**src/rtl/uart_rxirq_pkg.sv**
```systemverilog
package uart_rxirq_pkg;
  localparam int unsigned NSRC    = 3;
  localparam int unsigned SRC_RX  = 0;
  localparam int unsigned SRC_ERR = 1;
  localparam int unsigned SRC_TX  = 2;
  localparam int unsigned NCHAN   = 5;
  typedef logic [NSRC-1:0] src_vec_t;
endpackage

```
**src/rtl/uart_rxirq_thresh.sv**
```systemverilog
module uart_rxirq_thresh #(
  parameter int unsigned TRIG_W = 2,
  parameter int unsigned CHAN_W = 3,
  parameter int unsigned THR_W  = 8,
  parameter int unsigned STEP0  = 32,
  parameter int unsigned STEP1  = 8,
  parameter int unsigned STEP2  = 2,
  parameter int unsigned STEP3  = 2,
  parameter int unsigned STEP4  = 8
) (
  input  logic [CHAN_W-1:0] chan_sel,
  input  logic [TRIG_W-1:0] rx_fld,
  input  logic [TRIG_W-1:0] tx_fld,
  output logic [THR_W-1:0]  rx_thr,
  output logic [THR_W-1:0]  tx_thr
);
  import uart_rxirq_pkg::*;

  function automatic int unsigned step_for(int unsigned c);
    case (c)
      0:       return STEP0;
      1:       return STEP1;
      2:       return STEP2;
      3:       return STEP3;
      4:       return STEP4;
      default: return 0;
    endcase
  endfunction

  logic [THR_W-1:0] step_tab [NCHAN];
  logic [THR_W-1:0] step;

  generate
    for (genvar c = 0; c < NCHAN; c++) begin : g_step
      assign step_tab[c] = THR_W'(step_for(c));
    end
  endgenerate

  always_comb begin
    step = '0;
    for (int c = 0; c < NCHAN; c++) begin
      if (chan_sel == CHAN_W'(c)) step = step_tab[c];
    end
  end

  assign rx_thr = (THR_W'(rx_fld) + THR_W'(1)) * step;
  assign tx_thr = THR_W'(tx_fld) * step;
endmodule

```
**src/rtl/uart_rxirq_chartimer.sv**
```systemverilog
module uart_rxirq_chartimer #(
  parameter int unsigned DBITS_W = 4,
  parameter int unsigned SBITS_W = 2,
  parameter int unsigned TCHR_W  = 4
) (
  input  logic               clk,
  input  logic               rst_n,
  input  logic               run_en,
  input  logic               cancel,
  input  logic               restart,
  input  logic               baud_tick,
  input  logic [DBITS_W-1:0] data_bits,
  input  logic [SBITS_W-1:0] stop_bits,
  input  logic [TCHR_W-1:0]  tmo_chars,
  output logic               fire,
  output logic               running
);
  localparam int unsigned CL_W = ((DBITS_W > SBITS_W) ? DBITS_W : SBITS_W) + 1;

  logic [CL_W-1:0]   bit_cnt;
  logic [CL_W-1:0]   bit_lim;
  logic [TCHR_W-1:0] char_cnt;
  logic              char_end;
  logic              char_last;

  // last bit index of a frame: data + stop + start - 1
  assign bit_lim   = CL_W'(data_bits) + CL_W'(stop_bits);
  assign char_end  = bit_cnt >= bit_lim;
  assign char_last = ({1'b0, char_cnt} + {{TCHR_W{1'b0}}, 1'b1}) >= {1'b0, tmo_chars};
  assign fire      = running && baud_tick && char_end && char_last &&
                     run_en && !cancel && !restart;

  always_ff @(posedge clk) begin
    if (!rst_n) begin
      running  <= 1'b0;
      bit_cnt  <= '0;
      char_cnt <= '0;
    end else if (!run_en || cancel) begin
      running <= 1'b0;
    end else if (restart) begin
      running  <= 1'b1;
      bit_cnt  <= '0;
      char_cnt <= '0;
    end else if (fire) begin
      running <= 1'b0;
    end else if (running && baud_tick) begin
      if (char_end) begin
        bit_cnt  <= '0;
        char_cnt <= char_cnt + TCHR_W'(1);
      end else begin
        bit_cnt <= bit_cnt + CL_W'(1);
      end
    end
  end

  AST_TMR_STOP_DIS: assert property (@(posedge clk) disable iff (!rst_n)
    (!run_en || cancel) |=> !running);
  AST_TMR_RESTART: assert property (@(posedge clk) disable iff (!rst_n)
    (run_en && !cancel && restart) |=> (running && bit_cnt == '0 && char_cnt == '0));
  AST_FIRE_STOPS: assert property (@(posedge clk) disable iff (!rst_n)
    (fire && !restart) |=> !running);
endmodule

```
**src/rtl/uart_rxirq_srcregs.sv**
```systemverilog
module uart_rxirq_srcregs
  import uart_rxirq_pkg::*;
(
  input  logic     clk,
  input  logic     rst_n,
  input  src_vec_t set_v,
  input  src_vec_t clr_v,
  input  src_vec_t mask_v,
  input  logic     tmo_set,
  input  logic     tmo_clr,
  output src_vec_t src_q,
  output src_vec_t pend,
  output logic     irq_o,
  output logic     tmo_q
);
  generate
    for (genvar k = 0; k < NSRC; k++) begin : g_src
      always_ff @(posedge clk) begin
        if (!rst_n)        src_q[k] <= 1'b0;
        else if (set_v[k]) src_q[k] <= 1'b1;
        else if (clr_v[k]) src_q[k] <= 1'b0;
      end

      AST_SET_WINS: assert property (@(posedge clk) disable iff (!rst_n)
        set_v[k] |=> src_q[k]);
      AST_CLR_TAKES: assert property (@(posedge clk) disable iff (!rst_n)
        (clr_v[k] && !set_v[k]) |=> !src_q[k]);
    end
  endgenerate

  always_ff @(posedge clk) begin
    if (!rst_n)       tmo_q <= 1'b0;
    else if (tmo_set) tmo_q <= 1'b1;
    else if (tmo_clr) tmo_q <= 1'b0;
  end

  assign pend  = src_q & ~mask_v;
  assign irq_o = |pend;

  AST_TMO_CLEAR: assert property (@(posedge clk) disable iff (!rst_n)
    (tmo_clr && !tmo_set) |=> !tmo_q);
endmodule

```
**src/rtl/uart_rxirq_ctrl.sv**
```systemverilog
module uart_rxirq_ctrl
  import uart_rxirq_pkg::*;
#(
  parameter int unsigned FIFO_DEPTH = 64,
  parameter int unsigned TRIG_W     = 2,
  parameter int unsigned CHAN_W     = 3,
  parameter int unsigned DBITS_W    = 4,
  parameter int unsigned SBITS_W    = 2,
  parameter int unsigned TCHR_W     = 4,
  parameter int unsigned STEP0      = 32,
  parameter int unsigned STEP1      = 8,
  parameter int unsigned STEP2      = 2,
  parameter int unsigned STEP3      = 2,
  parameter int unsigned STEP4      = 8,
  localparam int unsigned CNT_W     = $clog2(FIFO_DEPTH + 1)
) (
  input  logic               clk,
  input  logic               rst_n,
  input  logic               fifo_en,
  input  logic [CHAN_W-1:0]  chan_sel,
  input  logic [TRIG_W-1:0]  rx_trig_fld,
  input  logic [TRIG_W-1:0]  tx_trig_fld,
  input  logic               tmo_en,
  input  logic               tmo_force,
  input  logic [TCHR_W-1:0]  tmo_chars,
  input  logic [DBITS_W-1:0] data_bits,
  input  logic [SBITS_W-1:0] stop_bits,
  input  logic               baud_tick,
  input  logic               rx_byte_valid,
  input  logic               rx_pop,
  input  logic [CNT_W-1:0]   rx_count,
  input  logic [CNT_W-1:0]   tx_count,
  input  logic [NSRC-1:0]    int_mask,
  input  logic [NSRC-1:0]    int_clr,
  input  logic               stat_wr,
  input  logic               tmo_wbit,
  output logic               rx_accept,
  output logic               data_ready,
  output logic [NSRC-1:0]    int_src,
  output logic [NSRC-1:0]    int_pend,
  output logic               irq,
  output logic               tmo_flag
);
  localparam int unsigned S01      = (STEP0 > STEP1) ? STEP0 : STEP1;
  localparam int unsigned S23      = (STEP2 > STEP3) ? STEP2 : STEP3;
  localparam int unsigned S0123    = (S01 > S23) ? S01 : S23;
  localparam int unsigned STEP_MAX = (S0123 > STEP4) ? S0123 : STEP4;
  localparam int unsigned THR_W    = $clog2((2 ** TRIG_W) * STEP_MAX + 1);
  localparam int unsigned CMP_W    = (CNT_W > THR_W) ? CNT_W : THR_W;

  logic [THR_W-1:0] rx_thr;
  logic [THR_W-1:0] tx_thr;
  logic             fifo_full;
  logic             fifo_store;
  logic             rx_level;
  logic             tx_low;
  logic             hold_q;
  logic             tmr_fire;
  logic             tmr_running;
  logic             tmo_event;
  logic             rx_set;
  src_vec_t         set_v;

  uart_rxirq_thresh #(
    .TRIG_W(TRIG_W), .CHAN_W(CHAN_W), .THR_W(THR_W),
    .STEP0(STEP0), .STEP1(STEP1), .STEP2(STEP2), .STEP3(STEP3), .STEP4(STEP4)
  ) u_thresh (
    .chan_sel (chan_sel),
    .rx_fld   (rx_trig_fld),
    .tx_fld   (tx_trig_fld),
    .rx_thr   (rx_thr),
    .tx_thr   (tx_thr)
  );

  // byte intake: no back-pressure, overflow is dropped
  assign fifo_full  = rx_count >= CNT_W'(FIFO_DEPTH);
  assign fifo_store = rx_byte_valid && fifo_en && !fifo_full;
  assign rx_accept  = rx_byte_valid && (!fifo_en || !fifo_full);

  // level decisions
  assign rx_level = fifo_en &&
                    ((CMP_W'(rx_count) >= CMP_W'(rx_thr)) ||
                     ((rx_count != '0) && !tmo_en));
  assign tx_low   = fifo_en && (CMP_W'(tx_count) <= CMP_W'(tx_thr));

  // single holding register flag for non-FIFO mode
  always_ff @(posedge clk) begin
    if (!rst_n)                          hold_q <= 1'b0;
    else if (!fifo_en && rx_byte_valid)  hold_q <= 1'b1;
    else if (rx_pop)                     hold_q <= 1'b0;
  end

  assign data_ready = fifo_en ? (rx_count != '0) : hold_q;

  uart_rxirq_chartimer #(
    .DBITS_W(DBITS_W), .SBITS_W(SBITS_W), .TCHR_W(TCHR_W)
  ) u_timer (
    .clk       (clk),
    .rst_n     (rst_n),
    .run_en    (fifo_en && tmo_en),
    .cancel    (rx_level),
    .restart   (fifo_store),
    .baud_tick (baud_tick),
    .data_bits (data_bits),
    .stop_bits (stop_bits),
    .tmo_chars (tmo_chars),
    .fire      (tmr_fire),
    .running   (tmr_running)
  );

  assign tmo_event = tmr_fire && (data_ready || tmo_force);
  assign rx_set    = fifo_en ? (rx_level || tmo_event) : hold_q;

  always_comb begin
    set_v          = '0;
    set_v[SRC_RX]  = rx_set;
    set_v[SRC_ERR] = rx_byte_valid && fifo_en && fifo_full;
    set_v[SRC_TX]  = tx_low;
  end

  uart_rxirq_srcregs u_src (
    .clk     (clk),
    .rst_n   (rst_n),
    .set_v   (set_v),
    .clr_v   (int_clr),
    .mask_v  (int_mask),
    .tmo_set (tmo_event),
    .tmo_clr (stat_wr && tmo_wbit),
    .src_q   (int_src),
    .pend    (int_pend),
    .irq_o   (irq),
    .tmo_q   (tmo_flag)
  );

  AST_RX_LEVEL: assert property (@(posedge clk) disable iff (!rst_n)
    (fifo_en && (CMP_W'(rx_count) >= CMP_W'(rx_thr))) |=> int_src[SRC_RX]);
  AST_ERR_ON_DROP: assert property (@(posedge clk) disable iff (!rst_n)
    (fifo_en && rx_byte_valid && !rx_accept) |=> int_src[SRC_ERR]);
  AST_TX_LEVEL: assert property (@(posedge clk) disable iff (!rst_n)
    (fifo_en && (CMP_W'(tx_count) <= CMP_W'(tx_thr))) |=> int_src[SRC_TX]);
  AST_TMO_WITH_RX: assert property (@(posedge clk) disable iff (!rst_n)
    $rose(tmo_flag) |-> int_src[SRC_RX]);
  AST_HOLD_RX: assert property (@(posedge clk) disable iff (!rst_n)
    (!fifo_en && hold_q) |=> int_src[SRC_RX]);
  AST_LEVEL_STOPS_TMR: assert property (@(posedge clk) disable iff (!rst_n)
    rx_level |=> !tmr_running);
endmodule

```
**config.mk**
```make
export PLATFORM = sky130hd
export DESIGN_NAME = uart_rxirq_ctrl
export DESIGN_NICKNAME = d
export VERILOG_FILES = /design/src/rtl/uart_rxirq_pkg.sv /design/src/rtl/uart_rxirq_thresh.sv /design/src/rtl/uart_rxirq_chartimer.sv /design/src/rtl/uart_rxirq_srcregs.sv /design/src/rtl/uart_rxirq_ctrl.sv
export SDC_FILE = /design/constraint.sdc
export NUM_CORES = 1
export LEC_CHECK = 0
export CELL_PAD_IN_SITES_DETAIL_PLACEMENT = 1
export CELL_PAD_IN_SITES_GLOBAL_PLACEMENT = 1
export CORE_ASPECT_RATIO = 0.5
export CORE_MARGIN = 1.5
export CORE_UTILIZATION = 30
export DETAILED_ROUTE_END_ITERATION = 16
export GPL_TIMING_DRIVEN = 1
export PLACE_DENSITY = 0.85
export SLEW_MARGIN = 20
export SYNTH_ARGS = -nofsm -noshare
export SYNTH_HDL_FRONTEND = slang
export SYNTH_SLANG_ARGS = --single-unit
export TNS_END_PERCENT = 1
```
**constraint.sdc**
```tcl
create_clock -name clk -period 2.7 [get_ports clk]
set_input_delay 0.27 -clock clk [delete_from_list [all_inputs] [get_ports clk]]
set_output_delay 0.27 -clock clk [all_outputs]
set_load 0.005 [all_outputs]
```
== After elaboration in Yosys (flattened, before gate mapping) ==
Index checks and enable logic that the tools add are counted.
W data, S select, Z words.
Word-level totals
  word-level logic and storage cells: 98
  bits of input ports: 47
  bits in registers: 15
  output and inout bits: 10
Cells by class
  $add $sub $neg: 5
  multipliers: 2
  bitwise logic cells: 4
  mux-type cells: 27
  equal/unequal tests: 5
  reduce and logical (&&, ||, !) cells: 42
  order comparisons: 5
Operators by type and width (count)
  $mux W6: 5
  $mux W5: 4
  $logic_and A1 B1 Y1: 17
  $mux W4: 4
  $reduce_bool A2 Y1: 8
  $mux W1: 14
  $ge A7 B8 Y1: 1
  $le A7 B8 Y1: 1
  $mul A2 B6 Y8: 1
  $mul A8 B6 Y8: 1
  $ge A7 B7 Y1 const B: 1
  $reduce_bool A7 Y1: 1
  $eq A3 B2 Y1 const B: 2
  $logic_not A1 Y1: 6
  $add A4 B1 Y5 const B: 1
  $add A4 B2 Y5: 1
  $add A5 B1 Y5 const B: 1
  $ge A5 B4 Y1: 1
  $ge A5 B5 Y1: 1
  $logic_or A1 B1 Y1: 5
  $add A4 B1 Y4 const B: 1
  $reduce_and A4 Y1: 1
  $add A2 B1 Y3 const B: 1
  $and A3 B3 Y3: 1
  other kinds (9): 10

== Longest topological paths before layout ==
Gate-level depths: netlist (run 1).
  word-level depth: 17
  depth in mapped cells: 13
  depth with buffers taken out: 13

== Hierarchy ==
Synthesis (run 1) repeated with hierarchy kept, for this count alone.
Unflattened totals
  cell total of the unflattened synthesis: 214
  area total of the unflattened synthesis: 1762.9 µm²
Modules (own cells, without submodules)
  uart_rxirq_chartimer: times used 1, seq. area each 200.2 µm², area an instance 837.1 µm², cells an instance 95
  uart_rxirq_ctrl: times used 1, seq. area each 20.0 µm², area an instance 488.0 µm², cells an instance 71
  uart_rxirq_thresh: times used 1, seq. area each 0.0 µm², area an instance 262.8 µm², cells an instance 32
  uart_rxirq_srcregs: times used 1, seq. area each 80.1 µm², area an instance 175.2 µm², cells an instance 16

== Worst setup path after synthesis (run 1) ==
No wires, ideal clock.
  kind: input to register
  start point: input chan_sel[0]
  end point: register u_timer.bit_cnt[3]
  setup slack: -0.185 ns
  arrival: 2.768 ns
  setup time: 0.117 ns
  path buffers: 0
  data required time: 2.583 ns
  stages: 12
  cell sequence: xnor2_1 nor2_1 and2_1 ha_1 ha_1 inv_1 ha_1 or4_4 o211ai_4 o2111ai_4 a22o_1 a22o_1
Between the ends
  longest elaborated chain between the ends: 15
  elaborated cells between the ends (all ways): 21
  classes of those cells: mul (1); order compare (1); eq/ne (5); mux (5); bitwise (1); reduce/logical (8)
RTL lines
  start, declared: RTL line uart_rxirq_ctrl.sv:20  | input logic [CHAN_W-1:0] chan_sel,
  $logic_not A3 Y1: RTL line uart_rxirq_thresh.sv:42  | if (chan_sel == CHAN_W'(c)) step = step_tab[c];
  $mux W6 (4 in a row): RTL line uart_rxirq_thresh.sv:42
  $mux W6 (*): RTL line uart_rxirq_thresh.sv:42
  $mul A8 B6 Y8 (*): RTL line uart_rxirq_thresh.sv:46  | assign rx_thr = (THR_W'(rx_fld) + THR_W'(1)) * step;
  $ge A7 B8 Y1 (*): RTL line uart_rxirq_ctrl.sv:82  | ((CMP_W'(rx_count) >= CMP_W'(rx_thr)) ||
  $logic_or A1 B1 Y1 (*): RTL line uart_rxirq_ctrl.sv:82
  $logic_and A1 B1 Y1 (*): RTL line uart_rxirq_ctrl.sv:81  | assign rx_level = fifo_en &&
  $logic_not A1 Y1: RTL line uart_rxirq_chartimer.sv:31  | run_en && !cancel && !restart;
  $logic_and A1 B1 Y1 (2 in a row): RTL line uart_rxirq_chartimer.sv:31
  $ne A2 B1 Y1 (no line)
  $reduce_and A3 Y1 (no line) (*)
  end signal, assigned: RTL line uart_rxirq_chartimer.sv:51  | bit_cnt <= bit_cnt + CL_W'(1);
  end, declared: RTL line uart_rxirq_chartimer.sv:20  | logic [CL_W-1:0] bit_cnt;
Mark *: on every way between the ends. The rest lies on a longest branch, timed or not.
A chain may end at the register's enable or synchronous reset.

== Worst setup path in the final report (run 1) ==
  start point: input data_bits[1]
  end point: register u_timer.bit_cnt[3]
Between the ends
  longest elaborated chain between the ends: 9
  elaborated cells between the ends (all ways): 13
  classes of those cells: add/sub (1); order compare (1); eq/ne (1); mux (4); reduce/logical (6)
RTL lines
  start, declared: RTL line uart_rxirq_ctrl.sv:26  | input logic [DBITS_W-1:0] data_bits,
  $add A4 B2 Y5 (*): RTL line uart_rxirq_chartimer.sv:27  | assign bit_lim = CL_W'(data_bits) + CL_W'(stop_bits);
  $ge A5 B5 Y1 (*): RTL line uart_rxirq_chartimer.sv:28  | assign char_end = bit_cnt >= bit_lim;
  $logic_and A1 B1 Y1 (3 in a row): RTL line uart_rxirq_chartimer.sv:30  | assign fire = running && baud_tick && char_end && char_last &&
  $logic_and A1 B1 Y1 (2 in a row): RTL line uart_rxirq_chartimer.sv:31
  $ne A2 B1 Y1 (no line)
  $reduce_and A3 Y1 (no line)
Mark *: on every way between the ends. The rest lies on a longest branch, timed or not. The select of a mux whose other input is x is not followed.

==> results of run 1 <==
-- area by class of cell --
type | count | area, sq um
fill | 599 | 2485
tap | 70 | 87.58
sequential | 15 | 300.3
inverter | 14 | 52.55
timing repair buffer | 73 | 688.2
clock buffer | 4 | 45.04
multi-input combinational | 164 | 1431
-- synthesized netlist by cell type, types with 2 or more instances --
cell type / n
a21boi_0: 5
a21oi_1: 10
a22o_1: 6
a31oi_1: 6
and2_1: 6
and3b_1: 2
buf_6: 2
dfxtp_1: 15
ha_1: 31
inv_1: 14
mux2i_1: 2
nand2_1: 19
nand2b_1: 6
nand3_1: 5
nand3b_1: 3
nand4_1: 4
nor2_1: 8
nor2b_1: 9
nor3_1: 2
nor4_1: 2
o21ai_0: 11
o22ai_1: 2
xnor2_1: 5
xor2_1: 2
-- worst paths after layout --
check | from | to | slack (ps) | cells past startpoint
worst max-delay path | data_bits[1] | u_timer.bit_cnt[3] | -60 | 10
worst min register to register | u_timer.char_cnt[3] | u_timer.char_cnt[3] | 520 | 2
worst max register to register | u_timer.char_cnt[0] | u_timer.bit_cnt[3] | 90 | 9
worst min-delay path | u_timer.char_cnt[3] | u_timer.char_cnt[3] | 520 | 2
-- cell usage in the layout, fill, tap and decap left out, types with 2 or more instances in the layout --
cell type,synthesis,final
xor2_1,2,2
xnor2_1,5,3
buf_6,2,4
o21ai_0,11,7
and3b_1,2,2
mux2i_1,2,2
nor3_2,0,2
nand3_1,5,5
a31oi_2,0,2
nand3b_1,3,3
dfxtp_1,15,15
inv_1,14,13
nand2_1,19,19
nor2_1,8,7
dlygate4sd2_1,0,2
o21ai_1,0,4
a21boi_1,0,4
buf_4,0,14
o22ai_1,2,2
nand2b_1,6,6
a31oi_1,6,4
nor2b_1,9,8
buf_2,0,3
ha_4,0,7
a22o_1,6,6
a21oi_1,10,9
and2_4,0,2
clkbuf_8,0,3
ha_1,31,23
nand4_1,4,4
clkdlybuf4s50_1,0,49
and2_1,6,4
-- critical path: cells and delay by family --
family          cells  cell delay (ps)
compound gates      6             1290
fa+ha+maj           2              730
buf+inv             1              460
xor+xnor            1              150
-- cell families (layout without fill, tap and decap cells) --
group,Yosys count,count (layout),share of synthesized area (%)
AO/OA/AOI/OAI,48,48,20.90
adder cells (fa/ha/maj),32,32,24.96
flip-flops,15,15,18.38
AND/OR/NAND/NOR,75,75,25.96
buffers and inverters,17,91,4.824
multiplexers,2,2,1.225
XOR/XNOR,7,7,3.752
-- sequential cells by signal, indices dropped and copies added (netlist names) --
name              flops
u_timer.bit_cnt       5
u_timer.char_cnt      4
u_src.src_q           3
hold_q                1
u_src.tmo_q           1
u_timer.running       1
-- routing by layer --
metal  share of wire [%]  routed length, um
met5                   0                  0
met4                 1.9                103
met3                 2.2                121
met2                  54               2983
met1                  41               2267
-- stage by stage --
step | area [sq um] | worst slack (ps) | instances
after global routing | 2605 | -158.0 | 340
final | 2605 | -62.05 | 340
after CTS | 2582 | -98.42 | 340
after global placement | 2475 | -808.5 | 334
after floorplan | 1740 | -109.3 | 196
after detailed placement | 2475 | -968.8 | 334
-- report_power, final --
part	total, uW	internal, uW	switching (uW)
clock	186	105	81.7
combinational	285	164	120
sequential	229	225	3.05
total	699	494	205
-- timing repair --
item                       CTS  global route
gates resized for setup     49             4
pin swaps                   17             5
setup endpoints to repair   12            11
buffers inserted             2             0
hold buffers                 0             0
==> impl_metrics.toml, run 1 <==
[run_status]
status = "complete, but fails checks"
violations = "setup timing"

[power_and_ir_drop]
peakVddDrop_mv = 0.1638
p_total_uw = 699.3
powerDensity_mw_per_mm2 = 268.4
p_leak_uw = 0.001054

[drt]
wl_per_cell_um = 16.10
first_iter_violations = 18
num_vias = 1763
vias_per_cell = 5.185
postRouteWirelength_mm = 5.475
route.detailed.drc = 0
drt-pass1-iter-count = 4
postRouteAntennaNets = 0

[sta]
fin_skew_ps = 1.980
slew_violations = 0
hold_violations = 0
rsz0062_at_grt = "yes"
max-slew-margin-rel_pct = 72.09
period_share_pct = 102.3
fin_ws_ps = -62.05
fin_setup_tns_ps = -157.4
fmax_ghz = 0.3621
min_period_ps = 2762
finalSetupViolations = 5
tightest_slew_ps = 412.8
holdWs_ps = 521.7

[setup_path]
path_class = "in -> reg"
crit_chain = "clkdlybuf4s50_1 > fa_2 > xnor2_2 > ha_1 > a21o_1 > a31oi_2 > o22a_2 > o2111ai_4 > a22o_1 > a22o_1"
arrival_ps = 2900
slowest_delay_ps = 460
critPathLaunchType = "input pin"
path_max_fanout = 5
end_kind = "register"
crit_path_frequent_cell = "a22o_1"
critPathRequiredTime_ps = 2840
crit_slowest_cell = "clkdlybuf4s50_1"

[grt]
grt_start_max_net_pins = 18
use_met3_pct = 1.874
grtUsageMet2_pct = 41.19
top_usage_layer = "met2"
antenna_found_initial = 0
grt_overflow = 0
grt_pass1_wl_mm = 8.928
grt.total_usage_pct = 19.54
grt.met1_usage_pct = 21.40
grt_pass1_vias = 1901

[final_layout]
antenna_cells = 0
final_util_pct = 51.18
layout-drive-gt1-share_pct = 20.37
num-nets-final = 350
areaGrowthSynthToFinish_pct = 59.42

[synthesis]
synthArstFlopShare_pct = 0
synth_edf_count = 0
ys_warn_count = 0
synthTopCellsByArea = "ha_1, dfxtp_1, nand2_1"
synth_cell_types = 43
synth_top_area_cell = "ha_1"
yosysSeqAreaShare_pct = 18.38
synth.avg_cell_area_sq_um = 8.337
synth_ff_type = "dfxtp_1"
syn_nets = 275
synth.top_cell.area_share_pct = 23.74
mappedNetlistArea_sq_mm = 0.001634
netlist_instances = 196
ys_ff_latch = 15

[floorplanning]
dieArea_sq_mm = 0.005925
start_util_pct = 32.10
die_h_um = 55.19
io_pins = 57
coreArea_sq_mm = 0.005090
rows = 18
die_w_um = 107.4

[cts]
cts_made_buffers = 3
ctsLongestPathBuffers = 2
cts.sinks = 15
cts_tree = "yes"
clk_pin_slew_ps = 60
cts_max_level = 1
clock_latency_ps = 250
cts_root_buf = "clkbuf_8"

[run]
maxCapViolations = 0

[placed_design]
hpwl_mm = 4.402
gp_congestion = 0.8446
port_buffers = 56

[worst_hold_path]
min_path_type = "reg -> reg"
No activity file was read; power rests on OpenSTA's default activity.
==> inputs of run 2 (changes only) <==
- CTS_BUF_LIST: default -> sky130_fd_sc_hd__clkbuf_2
==> impl_metrics.toml, run 2 (synthesis results as in run 1) <==
[worst_hold_path]
min_path_type = "reg -> reg"
hold_path_startpoint = "u_src.src_q[1]"

[final_layout]
layout-drive-gt1-share_pct = 20.37
num-nets-final = 350
instances_no_fill = 340
fillers = 604
areaGrowthSynthToFinish_pct = 58.35
multi_input_area_sq_mm = 0.001436
final_area_sq_mm = 0.002587
reg_top3 = "u_timer.bit_cnt: 5 flops, u_timer.char_cnt: 4 flops, u_src.src_q: 3 flops"
layout_common_cells = "clkdlybuf4s50_1, ha_1, nand2_1"
final_common_cell = "clkdlybuf4s50_1"
antenna_cells = 0
largest_register = "u_timer.bit_cnt"
regArea_sq_um = 300.3
largest_register_ffs = 5

[floorplanning]
start_util_pct = 32.10
io_pins = 57
die_h_um = 55.19
coreArea_sq_mm = 0.005090
die_w_um = 107.4
dieArea_sq_mm = 0.005925
rows = 18

[sta]
fmax_ghz = 0.3729
hold_violations = 0
max-slew-margin-rel_pct = 71.66
fin_ws_ps = 18.00
rsz0062_at_grt = "yes"
tightest_slew_ps = 419.3
finalSetupViolations = 0
min_period_ps = 2682
slew_violations = 0
period_share_pct = 99.33
fin_skew_ps = 8.294

[cts]
cts_tree = "yes"
cts_root_buf = "clkbuf_2"
cts_max_level = 1
clock_latency_ps = 310
clk_pin_slew_ps = 160
cts_made_buffers = 3
cts.sinks = 15
ctsLongestPathBuffers = 2

[setup_path]
r2r_end = "u_src.src_q[0]"
critPathLaunchType = "input pin"
end_kind = "register"
endpoint = "u_timer.bit_cnt[3]"
timing.critical_path.from = "chan_sel[0]"
path_class = "in -> reg"
arrival_ps = 2910
critPathRequiredTime_ps = 2920
r2r_start = "u_timer.char_cnt[0]"
r2r_slack_ps = 160
path_max_fanout = 5
r2r_cells = 9

[grt]
grt.total_usage_pct = 18.78
top_usage_layer = "met2"
grtUsageMet2_pct = 39.49
grt_pass1_wl_mm = 8.562
grt.met1_usage_pct = 20.36
grt_pass1_vias = 1865
use_met3_pct = 1.288
antenna_found_initial = 0
grt_start_max_net_pins = 18
grt_overflow = 0

[power_and_ir_drop]
p_total_uw = 630.8
peakVddDrop_mv = 0.1103
p_leak_uw = 0.001053
powerDensity_mw_per_mm2 = 243.8

[drt]
first_iter_violations = 23
wl_per_cell_um = 15.44
vias_per_cell = 5.076
num_vias = 1726
postRouteWirelength_mm = 5.249
drt-pass1-iter-count = 5
postRouteAntennaNets = 0
route.detailed.drc = 0

[placed_design]
place_area_sq_mm = 0.002475
place_ws_ps = -968.8
hpwl_mm = 4.402
gp_congestion = 0.8446
dpl.cell_count = 334
port_buffers = 56

[run]
maxCapViolations = 0

[run_status]
status = "complete, no violations"
## run 2: changes by cell type in the layout (fill, tap and decap cells not counted), sizes merged
cell | before | now
clkbuf | 4 | 5
buf | 22 | 21
## run 2: area by class of cell
class                           instances  share of cell area [%]
Clock buffer                            4                  0.7737
Sequential cell                        15                   11.61
Multi-Input combinational cell        164                   55.51
Tap cell                               70                   3.385
Timing Repair Buffer                   73                   26.69
Inverter                               14                   2.031
## run 2: metrics by stage
step	setup TNS, ps	hold slack (ps)	util, %
floorplan	-483.2	423.8	-
global placement	-8990	483.0	48.62
detailed placement	-10370	496.1	48.62
CTS	-1.816	515.7	50.25
global route	-356.3	558.9	50.84
finish	0	515.0	50.84
## run 2: worst max-delay path: stages
cell and delay (ps):
buf_8 110, buf_6 120, nor4_4 300, ha_4 260, ha_4 260, inv_2 40
ha_4 150, or4_4 490, o211ai_4 250, o2111ai_4 180, a22o_1 260, a22o_1 220
## run 2: what timing repair did
item / CTS / global route
hold buffers: 0 / 0
setup buffers: 2 / 0
endpoints found under the setup margin: 12 / 10
endpoints found under the hold margin: 0 / 0
pin swaps: 16 / 9
gates cloned: 0 / 0
gates resized for setup: 42 / 12
## run 2: metal layers
| metal | up-vias | part of all wire (%) | wire length [um] |
|---|---|---|---|
| met5 | - | 0 | 0 |
| met4 | 0 | 1.7 | 88 |
| met3 | 6 | 1.9 | 100 |
| met2 | 31 | 54 | 2846 |
| met1 | 821 | 42 | 2213 |
| li1 | 868 | - | - |
## run 2: worst min-delay path by stage
stage / endpoint / slack, ps / depth (start not counted)
after detailed placement: u_src.src_q[1] / 500 / 2
after global routing: u_src.src_q[2] / 560 / 2
final: u_src.src_q[1] / 520 / 2
after CTS: u_src.src_q[1] / 520 / 2
after floorplan: u_src.src_q[1] / 420 / 1
after global placement: u_src.src_q[1] / 480 / 2
## run 2: where the power goes
part / total [uW] / internal [uW] / switching (uW)
registers: 229 / 226 / 3.11
clock network: 118 / 39.2 / 78.6
logic: 284 / 165 / 119
total: 631 / 430 / 200
